$ cat src/rtl/jbh_pkg.sv
package jbh_pkg;

   typedef enum logic {
      PH_LOW  = 1'b0,
      PH_HIGH = 1'b1
   } phase_e;

endpackage

$ cat src/rtl/jbh_window_gen.sv
module jbh_window_gen
   import jbh_pkg::*;
#(
   parameter int DUR_W    = 8,
   parameter int MIN_HIGH = 2,
   parameter int MIN_LOW  = 4
) (
   input  logic             clk,
   input  logic             rst,
   input  logic [DUR_W-1:0] cfg_high,
   input  logic [DUR_W-1:0] cfg_low,
   output logic             pulse_o,
   output logic             start_o,
   output logic             end_o
);

   localparam logic [DUR_W-1:0] HMIN = DUR_W'(MIN_HIGH);
   localparam logic [DUR_W-1:0] LMIN = DUR_W'(MIN_LOW);

   initial begin
      assert (MIN_HIGH >= 2 && MIN_LOW >= 4 && DUR_W >= 3)
         else $error("jbh_window_gen: minimum phase lengths too small");
   end

   phase_e           phase_q;
   logic [DUR_W-1:0] tick_q;
   logic [DUR_W-1:0] eff_high;
   logic [DUR_W-1:0] eff_low;
   logic [DUR_W-1:0] limit;
   logic             at_last;

   always_comb begin
      eff_high = (cfg_high < HMIN) ? HMIN : cfg_high;
      eff_low  = (cfg_low  < LMIN) ? LMIN : cfg_low;
      limit    = (phase_q == PH_HIGH) ? eff_high : eff_low;
      at_last  = (tick_q == limit - 1'b1);
   end

   always_ff @(posedge clk) begin
      if (rst) begin
         phase_q <= PH_HIGH;
         tick_q  <= '0;
      end else if (at_last) begin
         phase_q <= (phase_q == PH_HIGH) ? PH_LOW : PH_HIGH;
         tick_q  <= '0;
      end else begin
         tick_q  <= tick_q + 1'b1;
      end
   end

   assign pulse_o = (phase_q == PH_HIGH);
   assign start_o = pulse_o && (tick_q == '0);
   assign end_o   = !pulse_o && (tick_q == '0);

endmodule

$ cat src/rtl/jbh_gated_counter.sv
module jbh_gated_counter #(
   parameter int CNT_W       = 8,
   parameter int SYNC_STAGES = 2
) (
   input  logic clk,
   input  logic rst,
   input  logic en_n_async,
   input  logic win_high_i,
   input  logic start_i,
   input  logic end_i,
   output logic raw_bit_o,
   output logic raw_valid_o
);

   initial begin
      assert (SYNC_STAGES >= 2 && CNT_W >= 1)
         else $error("jbh_gated_counter: need at least two sync stages");
   end

   logic [SYNC_STAGES-1:0] sync_q;
   logic                   en_sync_n;
   logic [CNT_W-1:0]       count_q;

   // Enable synchronizer; reset value is the inactive level.
   always_ff @(posedge clk) begin
      if (rst) sync_q <= '1;
      else     sync_q <= {sync_q[SYNC_STAGES-2:0], en_n_async};
   end

   assign en_sync_n = sync_q[SYNC_STAGES-1];

   always_ff @(posedge clk) begin
      if (rst)                          count_q <= '0;
      else if (start_i)                 count_q <= '0;
      else if (win_high_i && !en_sync_n) count_q <= count_q + 1'b1;
   end

   always_ff @(posedge clk) begin
      if (rst) begin
         raw_valid_o <= 1'b0;
         raw_bit_o   <= 1'b0;
      end else begin
         raw_valid_o <= end_i;
         if (end_i) raw_bit_o <= count_q[0];
      end
   end

   // count holds through the low phase
   assert_hold_low_phase_R4: assert property (@(posedge clk) disable iff (rst)
      !win_high_i |=> $stable(count_q));

   // inactive synchronized enable freezes the count
   assert_freeze_disabled_R4: assert property (@(posedge clk) disable iff (rst)
      (en_sync_n && !start_i) |=> $stable(count_q));

endmodule

$ cat src/rtl/jbh_vn_debias.sv
module jbh_vn_debias (
   input  logic clk,
   input  logic rst,
   input  logic raw_bit_i,
   input  logic raw_valid_i,
   output logic out_bit_o,
   output logic out_valid_o
);

   logic have_first_q;
   logic first_q;

   always_ff @(posedge clk) begin
      if (rst) begin
         have_first_q <= 1'b0;
         first_q      <= 1'b0;
         out_valid_o  <= 1'b0;
         out_bit_o    <= 1'b0;
      end else if (raw_valid_i) begin
         if (!have_first_q) begin
            have_first_q <= 1'b1;
            first_q      <= raw_bit_i;
            out_valid_o  <= 1'b0;
         end else begin
            have_first_q <= 1'b0;
            out_valid_o  <= (first_q != raw_bit_i);
            out_bit_o    <= first_q;
         end
      end else begin
         out_valid_o <= 1'b0;
      end
   end

   assert_one_cycle_strobe_R8: assert property (@(posedge clk) disable iff (rst)
      out_valid_o |=> !out_valid_o);

   assert_emit_follows_raw_R7: assert property (@(posedge clk) disable iff (rst)
      out_valid_o |-> $past(raw_valid_i));

endmodule

$ cat src/rtl/jbh_stuck_monitor.sv
module jbh_stuck_monitor #(
   parameter int LIMIT = 64
) (
   input  logic clk,
   input  logic rst,
   input  logic raw_bit_i,
   input  logic raw_valid_i,
   output logic stuck_o
);

   localparam int RUN_W = $clog2(LIMIT + 1);
   localparam logic [RUN_W-1:0] LIM = RUN_W'(LIMIT);

   initial begin
      assert (LIMIT >= 2) else $error("jbh_stuck_monitor: LIMIT below 2");
   end

   logic [RUN_W-1:0] run_q;
   logic [RUN_W-1:0] run_nxt;
   logic             last_q;

   always_comb begin
      if (run_q != '0 && raw_bit_i == last_q)
         run_nxt = (run_q == LIM) ? run_q : run_q + 1'b1;
      else
         run_nxt = RUN_W'(1);
   end

   always_ff @(posedge clk) begin
      if (rst) begin
         run_q   <= '0;
         last_q  <= 1'b0;
         stuck_o <= 1'b0;
      end else if (raw_valid_i) begin
         run_q   <= run_nxt;
         last_q  <= raw_bit_i;
         stuck_o <= (run_nxt >= LIM);
      end
   end

   assert_flag_on_raw_R9: assert property (@(posedge clk) disable iff (rst)
      $rose(stuck_o) |-> $past(raw_valid_i));

endmodule

$ cat src/rtl/jitter_bit_harvester.sv
module jitter_bit_harvester #(
   parameter int DUR_W       = 8,
   parameter int CNT_W       = 8,
   parameter int SYNC_STAGES = 2,
   parameter int STUCK_LIMIT = 64
) (
   input  logic             clk,
   input  logic             rst,
   input  logic [DUR_W-1:0] cfg_high,
   input  logic [DUR_W-1:0] cfg_low,
   input  logic             en_n,
   output logic             pulse_out,
   output logic             raw_bit,
   output logic             raw_valid,
   output logic             out_bit,
   output logic             out_valid,
   output logic             stuck_flag
);

   logic win_start;
   logic win_end;

   jbh_window_gen #(
      .DUR_W    (DUR_W),
      .MIN_HIGH (2),
      .MIN_LOW  (4)
   ) u_win (
      .clk      (clk),
      .rst      (rst),
      .cfg_high (cfg_high),
      .cfg_low  (cfg_low),
      .pulse_o  (pulse_out),
      .start_o  (win_start),
      .end_o    (win_end)
   );

   jbh_gated_counter #(
      .CNT_W       (CNT_W),
      .SYNC_STAGES (SYNC_STAGES)
   ) u_cnt (
      .clk         (clk),
      .rst         (rst),
      .en_n_async  (en_n),
      .win_high_i  (pulse_out),
      .start_i     (win_start),
      .end_i       (win_end),
      .raw_bit_o   (raw_bit),
      .raw_valid_o (raw_valid)
   );

   jbh_vn_debias u_vn (
      .clk         (clk),
      .rst         (rst),
      .raw_bit_i   (raw_bit),
      .raw_valid_i (raw_valid),
      .out_bit_o   (out_bit),
      .out_valid_o (out_valid)
   );

   jbh_stuck_monitor #(
      .LIMIT (STUCK_LIMIT)
   ) u_mon (
      .clk         (clk),
      .rst         (rst),
      .raw_bit_i   (raw_bit),
      .raw_valid_i (raw_valid),
      .stuck_o     (stuck_flag)
   );

   // raw strobe only inside the low phase
   assert_raw_in_low_phase_R6: assert property (@(posedge clk) disable iff (rst)
      raw_valid |-> !pulse_out);

   // the two strobes never coincide
   assert_strobes_apart_R8: assert property (@(posedge clk) disable iff (rst)
      !(raw_valid && out_valid));

endmodule

$ cat config.mk
export PLATFORM = sky130hd
export DESIGN_NAME = jitter_bit_harvester
export DESIGN_NICKNAME = d
export VERILOG_FILES = /design/src/rtl/jbh_pkg.sv /design/src/rtl/jbh_window_gen.sv /design/src/rtl/jbh_gated_counter.sv /design/src/rtl/jbh_vn_debias.sv /design/src/rtl/jbh_stuck_monitor.sv /design/src/rtl/jitter_bit_harvester.sv
export SDC_FILE = /design/constraint.sdc
export NUM_CORES = 1
export LEC_CHECK = 0
export ABC_AREA = 1
export BUFFER_PORTS_ARGS = -buffer_cell sky130_fd_sc_hd__buf_2
export CORE_MARGIN = 8
export CORE_UTILIZATION = 55
export DETAILED_ROUTE_END_ITERATION = 12
export GPL_ROUTABILITY_DRIVEN = 0
export MAX_ROUTING_LAYER = met4
export PLACE_DENSITY = 0.78
export SKIP_CTS_REPAIR_TIMING = 1
export SLEW_MARGIN = 10
export SYNTH_ARGS = -nofsm -noshare
export SYNTH_HDL_FRONTEND = slang
export SYNTH_SLANG_ARGS = --single-unit
export TNS_END_PERCENT = 1
$ cat constraint.sdc
create_clock -name clk -period 2.4 [get_ports clk]
set_clock_uncertainty 0.15 [all_clocks]
set_input_delay 0.24 -clock clk [delete_from_list [all_inputs] [get_ports clk]]
set_output_delay 0.24 -clock clk [all_outputs]
set_load 0.02 [all_outputs]
# Word level (Yosys, flattened, before mapping)
# Index checks and enable logic that the tools add are counted.
# W data, S select, Z words.
# word_totals
register_bits	34
latch_bits	0
ramBits	0
rom_bits	0
in_bits	19
elab_cells	46
n_memories	0
# classes
addsub	4
n_mul	0
div	0
magnitude_cmp	3
n_eq_ne	4
shifts	0
mux	7
n_bitwise	2
reduce_logical	13
# ops
operator	count
$mux W8	3
$add A8 B1 Y8 const B	2
$mux W7	2
$eq A8 B8 Y1	1
$logic_not A8 Y1	1
$lt A8 B2 Y1 const B	1
$lt A8 B3 Y1 const B	1
$sub A8 B1 Y8 const B	1
$add A7 B1 Y7 const B	1
$eq A7 B7 Y1 const B	1
$ge A7 B7 Y1 const B	1
$reduce_bool A7 Y1	1
$logic_and A1 B1 Y1	4
$reduce_and A2 Y1	2
$reduce_or A2 Y1	2
$reduce_or A3 Y1	1
$logic_not A1 Y1	2
$mux W1	2
$not A1 Y1	2
$eq A1 B1 Y1	1
$ne A1 B1 Y1	1

# Logic depth before layout (Yosys ltp)
# Gate-level depths: netlist (run 1).
# logic_depth
word_depth	6
mapped_depth	17

# Modules after synthesis
# A second synthesis (run 1) with hierarchy kept.
# unflattened
cells_unflattened	282
area_unflattened_um2	1760.4
# by_module_without_submodules
module	n_inst	cells_per_inst	area_per_inst_um2
jbh_window_gen	1	158	928.4
jbh_stuck_monitor	1	85	518.0
jbh_gated_counter	1	18	157.7
jbh_vn_debias	1	21	156.4

# Worst setup path after synthesis (run 1)
# OpenSTA, ideal clock, no wires.
# synth_path
path_type	register to register
from	register u_win.phase_q (netlist: u_win.pulse_o)
to	register u_win.tick_q[2]
arrival_time_ns	1.972
slack_ns	0.162
stages_incl_launch_ff	16
path_buffers	1
synth_period_minus_slack_ns	2.238
cell_sequence	dfxtp_1 > buf_4 > nand2_1 > inv_1 > o21ai_2 > nand2_1 > inv_1 > ha_1 > xor2_1 > nand2_1 > nor2_1 > nand3_1 > nor2_1 > nand3_2 > nand2_4 > nor2_1
# synth_via
elab_chain_len	4
# synth_lines
element	line	rtl
from (decl)	jbh_window_gen.sv:25	phase_e phase_q;
from (signal assigned)	jbh_window_gen.sv:44	phase_q <= (phase_q == PH_HIGH) ? PH_LOW : PH_HIGH;
$mux W8	jbh_window_gen.sv:35	limit = (phase_q == PH_HIGH) ? eff_high : eff_low;
$sub A8 B1 Y8	jbh_window_gen.sv:36	at_last = (tick_q == limit - 1'b1);
$eq A8 B8 Y1	jbh_window_gen.sv:36	
$reduce_or A2 Y1 (no source line)	n/a	
to (signal assigned)	jbh_window_gen.sv:47	tick_q <= tick_q + 1'b1;
to (decl)	jbh_window_gen.sv:26	logic [DUR_W-1:0] tick_q;
# Every way passes these cells.
# A chain may end at the register's enable or synchronous reset.

# Worst setup path in the final report (run 1)
# layout_path
from	register u_win.phase_q (netlist: u_win.pulse_o)
to	register u_win.tick_q[3]
# Same word-level chain as after synthesis.

==> results of run 1 <==
-- logic make-up after synthesis --
kind of cell	after synthesis	share of synthesized area
simple gates	133	0.369
buf+inv	39	0.0991
flops	26	0.327
compound gates	19	0.0723
xor+xnor	17	0.0936
fa+ha+maj	5	0.0393
-- final cells by class --
class	count	area [um2]	share of cell area
Clock buffer	4	36.3	0.0203
Inverter	35	131	0.0735
Sequential cell	26	522	0.292
Multi-Input combinational cell	174	913	0.511
Timing Repair Buffer	27	145	0.0812
Tap cell	31	38.8	0.0217
-- critical path, cell delays in order, from the launching register on --
cell and delay, ns:
dfxtp_2 0.43, nand2_1 0.07, inv_1 0.06, o21ai_2 0.06
nand2_1 0.09, inv_1 0.05, ha_1 0.30, xor2_1 0.16
nand2_1 0.06, nor2_1 0.08, nand3_1 0.09, nor2_1 0.15
nand3_2 0.13, nand2_4 0.11, nor2_1 0.05
-- per-layer routing --
metal | routed length (um) | GRT usage
met4 | 47 | 0.0536
met5 | 0 | -
met3 | 82 | 0.0172
met1 | 1440 | 0.148
met2 | 1590 | 0.230
-- flip-flops by register name (all words and copies together) (netlist names) --
register,cells
u_vn.out_valid_o,1
u_cnt.raw_valid_o,1
u_mon.last_q,1
u_cnt.sync_q,2
u_vn.first_q,1
u_vn.have_first_q,1
u_cnt.raw_bit_o,1
u_cnt.count_q,1
u_win.tick_q,8
u_vn.out_bit_o,1
u_win.pulse_o,1
u_mon.run_q,7
-- stage by stage --
| stage | area (um2) | hold WS, ns | std cells | setup WS, ns |
|---|---|---|---|---|
| after floorplan | 1590 | 0.194 | 239 | 0.162 |
| after global placement | 1740 | 0.243 | 292 | 0.173 |
| after detailed placement | 1740 | 0.242 | 292 | 0.149 |
| after CTS | 1780 | -0.0648 | 296 | 0.132 |
| after global routing | 1790 | 0.0355 | 297 | 0.0823 |
| final | 1790 | 0.0369 | 297 | 0.246 |
-- report_power, final --
group          internal, W  leakage, nW  switching (W)  total, W
Clock            0.0000927       0.0210       0.000119  0.000211
Combinational    0.0000472        0.595      0.0000696  0.000117
Sequential        0.000439        0.210     0.00000594  0.000445
-- worst min path at each step --
| stage | to | depth (start not counted) | startpoint |
|---|---|---|---|
| floorplan | u_cnt.sync_q[0]$_SDFF_PP1_ | 1 | en_n |
| global route | u_cnt.raw_bit_o$_SDFFE_PP0P_ | 2 | rst |
| detailed placement | u_cnt.sync_q[1]$_SDFF_PP1_ | 1 | u_cnt.sync_q[0]$_SDFF_PP1_ |
| finish | u_cnt.raw_bit_o$_SDFFE_PP0P_ | 2 | rst |
| CTS | u_cnt.sync_q[0]$_SDFF_PP1_ | 2 | en_n |
| global placement | u_cnt.sync_q[1]$_SDFF_PP1_ | 1 | u_cnt.sync_q[0]$_SDFF_PP1_ |
-- cell usage in the layout, fill, tap and decap left out, drive strengths merged --
cell	count
a21oi	8
a221oi	1
buf	26
clkbuf	4
dfxtp	26
dlygate4sd3	1
ha	5
inv	35
nand2	57
nand3	22
nand3b	2
nand4	7
nor2	35
nor3	6
nor4	1
o211ai	1
o21ai	8
o31ai	1
or2	3
xnor2	4
xor2	13
==> metrics.txt, run 1 <==
Register-to-Register Setup Slack 0.25 ns; share of cells above drive strength 1 0.154; CTS Sinks 26; Max-Cap Viols 0; ys async rst share 0; wire per inst 10.6 um; root buf cell clkbuf_4; fin crit share 0.897; worst-path maximum fanout 8; Remaining Overflow, GRT 0; Final Max Slew Viols 0; drt via density 4.98; IO buf count 24; Initial Util 0.577; first drt pass iteration count 4; critical path class register to register; Hold Crit Class input pin to register; crit path launch type register; post-synth top area cell dfxtp_1; Power Dens Cells 433 nW/um2; routed wire length 3160 um; FP Rows 19; Pleak 0.826 nW; Post-synth top cells nand2_1 (56), inv_1 (34), nor2_1 (33); Worst-Skew Late Latency 0.31 ns; Worst Setup EP u_win.tick_q[3]$_SDFF_PP0_; # DRC 0; die area 4870 um2; Post-synth EDFFs 0; Tot GR Track Use 0.132; clock transition at the registers of the reported paths 0.13 ns; die height 69.8 um; largest net degree at the start of global routing 15; slew margin rel. 0.583; VDD IR max 0.509 mV; Synth cell types 28; crit path capture type register; Core ar. 2760 um2; RSZ-0062 raised after global routing false; Chip Width 69.8 um; Final Hold Viols 0; initial antenna violation count 0; Syn-to-layout area delta 12.3%; Seq cells post-synth 26; Synth Area per Inst 6.66 um2; Total Power 0.000773 W; most frequent cell after synthesis nand2_1; vias in the first global route 1294; main flop type after synthesis dfxtp_1; area share of the leading cell type in the synthesized netlist 0.327; H-tree depth 1; CTS Buffer Depth 2; minimum clock period 2.15 ns; Ports 25; Setup TNS 0 ns; syn_nets 263; post-route antenna net violation count 0; Setup violations, final 0; r2r worst-path depth 14; Area contributors post-synth dfxtp_1 (33%), nand2_1 (13%), inv_1 (8.0%); first-pass GRT wire length 5440 um; r2r endpoint u_win.tick_q[3]$_SDFF_PP0_; Worst Path Required 2.47 ns; status completed; hpwl dp 2610 um; 1st-iter DRT viols 55; Synth warnings 0; CTS Buf Count 3; Worst R2R Start u_win.pulse_o$_SDFFE_PP1N_; Filler Cell Count 258; via count 1478; # diodes 0; CTS tree done; Seq/Total Area, Yosys 0.327; Mapped Cells 239; CP Launch Point u_win.pulse_o$_SDFFE_PP1N_; Core Util, Final 0.648; WP data arrival 2.22 ns; Least-Margin Pin Slew 0.620 ns; nets@finish 291; Mapped Area 1590 um2; max frequency 464 MHz
(Power assumes the default switching activity.)
==> run 2: changes to the inputs <==
- REMOVE_ABC_BUFFERS: default -> 1
==> run 2 against run 1 <==
Worst setup slack improved by 0.033 ns. Final cell count stayed put. Sequential share of layout area shrank 0.26 points. Maximum frequency grew 1.5%. Wire length is 0.79% higher. Critical path type unchanged. Clock power up 40%. Combinational power hardly changed. Critical endpoint unchanged. Critical path depth is the same. First-iteration DRC count down 5.5%. Flip-flop and latch count is the same. Register-to-register slack improved by 0.03 ns. Global-route usage rose by 0.30 points.
==> metrics.txt, run 2 (same netlist as run 1, synthesis figures left out) <==
die area 4870 um2; Syn-to-layout area delta 13.3%; status completed; root buf cell clkbuf_4; crit path launch type register; Filler Cell Count 267; 1st-iter DRT viols 52; initial antenna violation count 0; Power Dens Cells 475 nW/um2; Initial Util 0.577; post-route antenna net violation count 0; most common cell after layout, fill and taps aside nand2_1; Core ar. 2760 um2; Hold Crit Class input pin to register; Worst Path Required 2.48 ns; hpwl dp 2520 um; Remaining Overflow, GRT 0; routed wire length 3180 um; vias in the first global route 1403; top cell family by delay on the critical path simple AND/OR/NAND/NOR gates; Setup TNS 0 ns; Setup violations, final 0; Pleak 0.833 nW; Tot GR Track Use 0.135; H-tree depth 1; Total Power 0.000856 W; CTS Buffer Depth 2; Worst Hold Slack 0.0448 ns; Least-Margin Pin Slew 0.579 ns; VDD IR max 0.442 mV; Top Registers u_win.tick_q x8, u_mon.run_q x7, u_cnt.sync_q x2; RSZ-0062 raised after global routing false; WP data arrival 2.21 ns; dpl cell area 1740 um2; CTS Sinks 26; Placed Cells 292; minimum clock period 2.12 ns; # diodes 0; critical path class register to register; CTS tree done; non-filler cells in the finished layout 297; Chip Width 69.8 um; crit path capture type register; clock transition at the registers of the reported paths 0.14 ns; wire per inst 10.7 um; Max stage delay on crit path 0.42 ns; # DRC 0; fin crit share 0.884; largest reg by FF count u_win.tick_q; nets@finish 291; worst-path maximum fanout 8; first drt pass iteration count 4; max reg flops 8; Final Hold Viols 0; Ports 25; largest net degree at the start of global routing 16; first-pass GRT wire length 5590 um; share of cells above drive strength 1 0.154; Max-Cap Viols 0; Final Max Slew Viols 0; commonest cells after routing, fill and taps aside nand2_1 (56), inv_1 (34), nor2_1 (33), dfxtp_1 (25), buf_2 (24); FP Rows 19; via count 1489; die height 69.8 um; IO buf count 24; worst path cell trace nand2_1 > inv_1 > o21ai_2 > nand2_1 > inv_1 > ha_1 > xor2_1 > nand2_1 > nor2_1 > nand3_1 > nor2_1 > nand3_2 > nand2_4 > nor2_1; drt via density 5.01; slew margin rel. 0.611; Final Cell Area 1800 um2; CTS Buf Count 3; max frequency 471 MHz; Worst-Skew Late Latency 0.32 ns; CP bufs+invs 2; Crit-path slowest cell dfxtp_2
==> run 2: cell count changes in the layout (fill, tap and decap cells not counted), sizes merged <==
cell	delta
clkbuf	-1
bufinv	+1
==> run 2: stage by stage <==
step            util  setup WS (ns)
2_1_floorplan      -         0.0856
3_3_place_gp   0.631          0.184
3_5_place_dp   0.631          0.146
4_1_cts        0.650          0.202
5_1_grt        0.654         0.0682
6_report       0.654          0.279
==> run 2: routing by layer <==
metal / wire, um / global-route usage / share of wire
met2: 1610 / 0.245 / 0.50
met1: 1480 / 0.145 / 0.46
met4: 37 / 0.0469 / 0.012
met3: 58 / 0.0215 / 0.018
met5: 0 / - / 0
==> run 2: cell type report <==
type | instances | area [um2] | share of cell area
Clock inverter | 1 | 30.0 | 0.0167
Tap cell | 31 | 38.8 | 0.0215
Multi-Input combinational cell | 174 | 913 | 0.507
Clock buffer | 3 | 22.5 | 0.0125
Sequential cell | 26 | 522 | 0.289
Timing Repair Buffer | 27 | 145 | 0.0805
Inverter | 35 | 131 | 0.0729
==> run 2: worst paths after layout <==
check	from	endpoint	slack, ns	depth (start not counted)
min reg2reg	u_cnt.sync_q[0]$_SDFF_PP1_	u_cnt.sync_q[1]$_SDFF_PP1_	0.28	1
max reg2reg	u_win.pulse_o$_SDFFE_PP1N_	u_win.tick_q[3]$_SDFF_PP0_	0.28	14
min	rst	u_mon.last_q$_SDFFE_PP0P_	0.04	2
max	u_win.pulse_o$_SDFFE_PP1N_	u_win.tick_q[3]$_SDFF_PP0_	0.28	14
==> run 2: where the power goes <==
part / switching (W) / total [W] / internal [W]
Combinational: 0.0000681 / 0.000115 / 0.0000471
Clock: 0.000127 / 0.000296 / 0.000169
Sequential: 0.00000607 / 0.000445 / 0.000439
Total: 0.000201 / 0.000856 / 0.000655
==> run 2: worst register-to-register path, stage by stage (launching register included) <==
cell and delay (ns):
dfxtp_2 0.42, nand2_1 0.06, inv_1 0.07, o21ai_2 0.07, nand2_1 0.09, inv_1 0.05
ha_1 0.29, xor2_1 0.14, nand2_1 0.06, nor2_1 0.09, nand3_1 0.08, nor2_1 0.16
nand3_2 0.13, nand2_4 0.12, nor2_1 0.05
